$ cat src/rtl/ldSeqPkg.sv
package ldSeqPkg;
  localparam int SizeW = 2;
  localparam logic [SizeW-1:0] SizeByte = 2'b00;
  localparam logic [SizeW-1:0] SizeHalf = 2'b01;
  localparam logic [SizeW-1:0] SizeWord = 2'b10;
  localparam logic [SizeW-1:0] SizeRsvd = 2'b11;

  typedef enum logic [2:0] {
    StIdle  = 3'd0,
    StAddr  = 3'd1,
    StData  = 3'd2,
    StXfer  = 3'd3,
    StAbort = 3'd4
  } seqState_t;

  typedef struct packed {
    logic capture;
    logic addrCycle;
    logic dataCycle;
    logic xferCycle;
    logic abortCycle;
  } seqStrobe_t;
endpackage

$ cat src/rtl/ldSeqCtrl.sv
module ldSeqCtrl
  import ldSeqPkg::*;
(
  input  logic       clk,
  input  logic       rstN,
  input  logic       start,
  input  logic       abortIn,
  output seqStrobe_t strobe,
  output logic       busy
);
  seqState_t stateQ, stateD;

  always_comb begin
    stateD = stateQ;
    unique case (stateQ)
      StIdle:  if (start) stateD = StAddr;
      StAddr:  stateD = StData;
      StData:  stateD = abortIn ? StAbort : StXfer;
      StXfer:  stateD = StIdle;
      StAbort: stateD = StIdle;
      default: stateD = StIdle;
    endcase
  end

  always_ff @(posedge clk) begin
    if (!rstN) stateQ <= StIdle;
    else       stateQ <= stateD;
  end

  always_comb begin
    strobe.capture    = (stateQ == StIdle) && start;
    strobe.addrCycle  = (stateQ == StAddr);
    strobe.dataCycle  = (stateQ == StData);
    strobe.xferCycle  = (stateQ == StXfer);
    strobe.abortCycle = (stateQ == StAbort);
    busy              = (stateQ != StIdle);
  end
endmodule

$ cat src/rtl/ldSeqDatapath.sv
module ldSeqDatapath
  import ldSeqPkg::*;
(
  input  logic             clk,
  input  logic             rstN,
  input  seqStrobe_t       strobe,
  input  logic [SizeW-1:0] sizeSel,
  input  logic             userForm,
  input  logic             writeBack,
  input  logic             baseIsPc,
  input  logic             destIsPc,
  input  logic             modePriv,
  input  logic             earlyAbortCfg,
  input  logic             abortIn,
  output logic             addrPhase,
  output logic             memReq,
  output logic [SizeW-1:0] xferSize,
  output logic             transPriv,
  output logic             baseWe,
  output logic             destWe,
  output logic             mergedFetch,
  output logic             flush,
  output logic             abortTaken
);
  logic [SizeW-1:0] sizeQ;
  logic userQ, wbQ, basePcQ, destPcQ, modeQ;
  logic [SizeW-1:0] sizeNorm;

  // The reserved code is widened to a word access before capture.
  assign sizeNorm = (sizeSel == SizeRsvd) ? SizeWord : sizeSel;

  always_ff @(posedge clk) begin
    if (!rstN) begin
      sizeQ   <= SizeByte;
      userQ   <= 1'b0;
      wbQ     <= 1'b0;
      basePcQ <= 1'b0;
      destPcQ <= 1'b0;
      modeQ   <= 1'b0;
    end else if (strobe.capture) begin
      sizeQ   <= sizeNorm;
      userQ   <= userForm;
      wbQ     <= writeBack;
      basePcQ <= baseIsPc;
      destPcQ <= destIsPc;
      modeQ   <= modePriv;
    end
  end

  always_comb begin
    addrPhase   = strobe.addrCycle;
    memReq      = strobe.dataCycle;
    xferSize    = strobe.dataCycle ? sizeQ : SizeByte;
    transPriv   = strobe.dataCycle && !userQ && modeQ;
    baseWe      = strobe.dataCycle && wbQ && !(abortIn && earlyAbortCfg);
    destWe      = strobe.xferCycle;
    mergedFetch = strobe.xferCycle;
    flush       = strobe.xferCycle && (destPcQ || (basePcQ && wbQ));
    abortTaken  = strobe.abortCycle;
  end
endmodule

$ cat src/rtl/loadSequencer.sv
module loadSequencer
  import ldSeqPkg::*;
(
  input  logic       clk,
  input  logic       rstN,
  input  logic       start,
  input  logic [1:0] sizeSel,
  input  logic       userForm,
  input  logic       writeBack,
  input  logic       baseIsPc,
  input  logic       destIsPc,
  input  logic       modePriv,
  input  logic       earlyAbortCfg,
  input  logic       abortIn,
  output logic       busy,
  output logic       addrPhase,
  output logic       memReq,
  output logic [1:0] xferSize,
  output logic       transPriv,
  output logic       baseWe,
  output logic       destWe,
  output logic       mergedFetch,
  output logic       flush,
  output logic       abortTaken
);
  seqStrobe_t strobe;

  ldSeqCtrl i_ctrl (
    .clk(clk), .rstN(rstN), .start(start), .abortIn(abortIn),
    .strobe(strobe), .busy(busy)
  );

  ldSeqDatapath i_dp (
    .clk(clk), .rstN(rstN), .strobe(strobe),
    .sizeSel(sizeSel), .userForm(userForm), .writeBack(writeBack),
    .baseIsPc(baseIsPc), .destIsPc(destIsPc), .modePriv(modePriv),
    .earlyAbortCfg(earlyAbortCfg), .abortIn(abortIn),
    .addrPhase(addrPhase), .memReq(memReq), .xferSize(xferSize),
    .transPriv(transPriv), .baseWe(baseWe), .destWe(destWe),
    .mergedFetch(mergedFetch), .flush(flush), .abortTaken(abortTaken)
  );
endmodule

$ cat config.mk
export PLATFORM = sky130hd
export DESIGN_NAME = loadSequencer
export DESIGN_NICKNAME = d
export VERILOG_FILES = /design/src/rtl/ldSeqPkg.sv /design/src/rtl/ldSeqCtrl.sv /design/src/rtl/ldSeqDatapath.sv /design/src/rtl/loadSequencer.sv
export SDC_FILE = /design/constraint.sdc
export NUM_CORES = 1
export LEC_CHECK = 0
export BUFFER_PORTS_ARGS = -buffer_cell sky130_fd_sc_hd__buf_2
export CAP_MARGIN = 15
export CORE_MARGIN = 4
export CORE_UTILIZATION = 35
export CTS_CLUSTER_SIZE = 10
export DETAILED_ROUTE_END_ITERATION = 8
export PLACE_DENSITY_LB_ADDON = 0.05
export SLEW_MARGIN = 20
export SYNTH_ARGS = -nofsm -noshare
export SYNTH_HDL_FRONTEND = slang
export SYNTH_SLANG_ARGS = --single-unit
export TNS_END_PERCENT = 10
$ cat constraint.sdc
create_clock -name clk -period 1.4 [get_ports clk]
set_clock_uncertainty 0.15 [all_clocks]
set_input_delay 0.07 -clock clk [delete_from_list [all_inputs] [get_ports clk]]
set_output_delay 0.07 -clock clk [all_outputs]
set_load 0.005 [all_outputs]
---- Word level (Yosys, flattened, before mapping) ----
Cells that the tools add are included.
cells by class
  equal/unequal tests ..................... 6
  mux-type cells .......................... 5
  reductions and logical operators ........ 13
operator list
  operator                                        count
  one-hot mux 3 bit (3 select lines)              1
  logical AND 1 bit                               8
  == test 3 x 2 -> 1 bit (second input constant)  2
  2-to-1 mux 3 bit                                2
  2-to-1 mux 2 bit                                2
  == test 3 x 1 -> 1 bit (second input constant)  1
  == test 3 bit (second input constant)           1
  zero test 3 bit                                 1
  nonzero test 3 bit                              1
  == test 2 bit (second input constant)           1
  zero test 1 bit                                 2
  != test 2 bit (second input constant)           1
  logical OR 1 bit                                1
word-level totals
  register bits after elaboration ......... 10
  output and inout bits ................... 11

---- Depth between registers and ports, before layout ----
  depth after elaboration ................. 3
  depth in mapped cells ................... 4
  depth with buffers taken out ............ 2

---- Modules after synthesis ----
From an unflattened synthesis, not the netlist that was laid out.
unflattened totals
  cells, all modules ...................... 56
  area, all modules ....................... 536.8 sq um
modules (own cells, without submodules)
  module         times used  cells an instance  area each (sq um)
  ldSeqDatapath  1           35                 347.8
  ldSeqCtrl      1           21                 188.9

---- Worst setup path after synthesis ----
No wires, ideal clock.
  kind .................................... flip-flop to flip-flop
  start point ............................. register i_ctrl.stateQ[1]
  end point ............................... register i_dp.basePcQ
  library setup time ...................... 0.072 ns
  arrival time ............................ 0.995 ns
  required time ........................... 1.178 ns
  slack ................................... 0.183 ns
  stages on the path, launching flop included .. 5
  buffers on the path ..................... 2
  cell sequence ........................... dfxtp_1 > buf_6 > nor4b_2 > buf_4 > mux2i_1
between the ends
  word-level cells in the longest chain between the ends .. 2
ends and longest elaborated chain
  item                    line                 source
  from (decl)             ldSeqCtrl.sv:11      seqState_t stateQ, stateD;
  from (signal assigned)  ldSeqCtrl.sv:26      if (!rstN) stateQ <= StIdle;
  from (signal assigned)  ldSeqCtrl.sv:27      else stateQ <= stateD;
  zero test 3 bit         ldSeqCtrl.sv:31      strobe.capture = (stateQ == StIdle) && start;
  logical AND 1 bit       ldSeqCtrl.sv:31
  to (signal assigned)    ldSeqDatapath.sv:44  basePcQ <= baseIsPc;
  to (decl)               ldSeqDatapath.sv:26  logic userQ, wbQ, basePcQ, destPcQ, modeQ;
Every way passes these cells.
A chain may end at the register's enable or synchronous reset.

---- Worst setup path in the final report ----
  start point ............................. register i_ctrl.stateQ[1]
  end point ............................... output busy
between the ends
  word-level cells in the longest chain between the ends .. 1
ends and longest elaborated chain
  item                line                 source
  nonzero test 3 bit  ldSeqCtrl.sv:36      busy = (stateQ != StIdle);
  to (decl)           loadSequencer.sv:15  output logic busy,
Every way passes these cells.

==> run summary <==
======================================================================================================
Part of the cycle the worst path needs                                                            101%
Global-route wire length before repair                                                    1960 microns
Final setup viols                                                                                    2
Layout fillers                                                                                     129
Critical path fanouts, max                                                                           7
Routability congestion estimate from global placement                                            0.707
Final Hold Viols                                                                                     0
Unrepaired setup endpoints after global routing                                                    yes
Endpoint with the worst hold slack                                                            i_dp.wbQ
Final critical-path required period                                                            1420 ps
Net count after synthesis                                                                           68
Worst R2R Setup Slack                                                                            80 ps
Width of the die                                                                          46.1 microns
DRC violations left                                                                                  0
Total number of yosys warnings                                                                       0
Area enclosed by the die boundary                                                           2130 sq um
Final setup TNS                                                                               -21.1 ps
Worst hold path stage count                                                                          3
CTS sink count                                                                                      10
Area growth, synth to finish                                                                     56.0%
Number of nets in the layout                                                                       104
Initial cell density of the core                                                                 38.2%
Number of antenna violations at the first check in global routing                                    0
Relative slew slack                                                                              82.3%
Peak clock frequency supported by timing                                                       706 MHz
First-pass iteration count of the detailed router                                                    4
IR Drop Worst-Case VDD                                                                          635 uV
Distinct cells, synth                                                                               19
Count of nets left with antenna violations after detail routing                                      0
Global-route usage over all layers                                                               12.7%
TritonCTS clock tree                                                                               yes
Critical Path RT                                                                               1180 ps
Static leakage                                                                                0.387 nW
H-tree levels                                                                                        1
DRT iter0 DRCs                                                                                       5
Count of maximum capacitance violations                                                              0
Sequential-to-total area share from yosys stat                                                   39.3%
Final Util                                                                                       59.6%
Beginning of the worst register-to-register path                                          i_ctrl.stateQ[0]
Class of the most critical hold timing path                                                  in -> reg
Slack of the critical path                                                                    -16.1 ps
HPWL after detailed placement                                                              800 microns
Kind of capture point of the worst setup path                                               output pin
Diode insertion count for antenna repair                                                             0
Skew-Pair Late Insertion Delay                                                                  260 ps
Mapped Avg Cell Area                                                                        9.09 sq um
Count of pins on the block boundary                                                                 23
Detailed-route wire length                                                                1150 microns
Placeable core region                                                                       1330 sq um
Run status                                                                                complete, but fails checks
Cell chosen for the clock root                                                                clkbuf_4
Number of buffers on the longest clock path                                                          2
Vias in the first global route                                                                     515
Power density over the cells                                                               889 nW/um^2
CTS buffer count                                                                                     3
Number of buffer cells added on primary ports                                                       22
Worst R2R End                                                                             i_dp.sizeQ[1]
Min-delay src                                                                                     rstN
Number of slew-limit violations in the final report                                                  0
Final instance area                                                                          795 sq um
Fraction of layout instances using a drive strength above 1                                      40.7%
Largest net degree at the start of global routing                                                   17
Overflow left after global routing                                                                   0
Summed instance area of the synthesized netlist                                              509 sq um
Startpoint class of the critical path                                                         register
Crit Path Category                                                                          reg -> out
Arrival time worst endpoint                                                                    1200 ps
Violated checks                                                                           setup timing
Number of placement rows                                                                            13
Total number of vias                                                                               501
Post-DR vias/cell                                                                                 4.73
Average wire per standard cell                                                            10.8 microns
Worst-case reg-to-reg path depth                                                                     4
Clock transition at the register clock pins on the worst setup and hold paths after CTS          70 ps
#FFs+latches synth                                                                                  10
Die height                                                                                46.1 microns
Transition time at the pin with the least slew margin                                           266 ps
Placed Area                                                                                  623 sq um
Number of cells produced by synthesis                                                               56
======================================================================================================
## worst max-delay path by stage
stage	startpoint	endpoint	slack, ps	depth (start not counted)
floorplan	i_ctrl.stateQ[1]	i_dp.basePcQ	180	4
global route	i_ctrl.stateQ[2]	baseWe	-90	3
CTS	i_ctrl.stateQ[0]	baseWe	-40	3
finish	i_ctrl.stateQ[1]	busy	-20	3
global placement	i_ctrl.stateQ[0]	baseWe	120	3
detailed placement	i_ctrl.stateQ[2]	i_dp.sizeQ[1]	130	3
## flip-flops by register name (all words and copies together) (netlist names)
signal and count:
i_dp.userQ 1, i_dp.wbQ 1, i_dp.destPcQ 1, i_dp.sizeQ 2, i_ctrl.stateQ 3, i_dp.modeQ 1
i_dp.basePcQ 1
## power by group
part           switching (W)  total, W  leakage [nW]  internal [W]
Clock              0.0000965  0.000254        0.0210      0.000158
Sequential         0.0000143  0.000317        0.0842      0.000303
Combinational      0.0000543  0.000135         0.281     0.0000812
## logic make-up after synthesis
group	share of synthesized area (%)
compound gates	3.44
buf+inv	5.90
flops	39.3
mux	13.8
simple gates	37.6
## synth_stat cells
library cell | count | area [sq um]
mux2i_1 | 7 | 70.1
nand2b_1 | 4 | 25.0
nor3b_1 | 2 | 15.0
and3b_1 | 2 | 17.5
or3_1 | 1 | 6.26
dfxtp_1 | 10 | 200
nor3b_2 | 1 | 12.5
a211oi_1 | 1 | 7.51
nand2_1 | 14 | 52.6
nor2b_1 | 1 | 6.26
a21oi_1 | 2 | 10.0
buf_4 | 2 | 15.0
clkbuf_1 | 1 | 3.75
nor4b_2 | 1 | 15.0
buf_6 | 1 | 11.3
or3b_1 | 1 | 8.76
and3_1 | 2 | 12.5
nand3b_1 | 1 | 7.51
and2_1 | 2 | 12.5
## cell type report
| class | count | area, sq um | share of cell area [%] |
|---|---|---|---|
| clock buffers | 4 | 36.3 | 4.57 |
| multi-input cells | 42 | 294 | 37.0 |
| flip-flops and latches | 10 | 211 | 26.6 |
| well taps | 15 | 18.8 | 2.36 |
| repair buffers | 35 | 234 | 29.4 |
## placed cells by master (no fill, tap or decap)
| cell type | instances |
|---|---|
| dlygate4sd3_1 | 9 |
| a211oi_1 | 1 |
| nor4b_2 | 1 |
| or3b_1 | 1 |
| or3_1 | 1 |
| buf_2 | 22 |
| nor3b_1 | 2 |
| nor2b_4 | 1 |
| clkbuf_4 | 3 |
| and3b_2 | 1 |
| buf_4 | 3 |
| dfxtp_4 | 3 |
| nand2b_1 | 4 |
| buf_6 | 1 |
| and3_1 | 2 |
| a21oi_1 | 2 |
| dfxtp_1 | 7 |
| and2_1 | 2 |
| nand2_1 | 14 |
| nand3b_1 | 1 |
| nor3b_4 | 1 |
| and3b_1 | 1 |
| clkbuf_8 | 1 |
| mux2i_1 | 7 |
## per-layer routing
metal  GRT usage (%)  share of wire, %
met4            3.98                 0
met3            5.86               4.7
met1            14.3                43
met5               0                 0
met2            21.2                52
## per-stage QoR
stage	cells	setup WS [ps]	hold slack, ps	power (W)
6_report	106	-16.1	47.0	0.000707
5_1_grt	106	-94.1	48.6	0.000751
4_1_cts	106	-38.0	38.1	0.000719
3_5_place_dp	91	131	174	0.000430
3_3_place_gp	91	118	174	0.000430
2_1_floorplan	56	183	62.1	0.000391
## critical path: stages (launching register included)
cell and delay [ps]:
dfxtp_4 360, buf_6 120, or3_1 320, buf_2 130
## timing repair
item                                    4_1_cts  5_1_grt
hold endpoints to repair                     10        0
pin swaps                                     4        0
resized for setup                             6        5
endpoints found under the setup margin        7       10
hold buffers                                  9        0
buffers inserted                              2        0
Power figures use the tool's default switching activity.
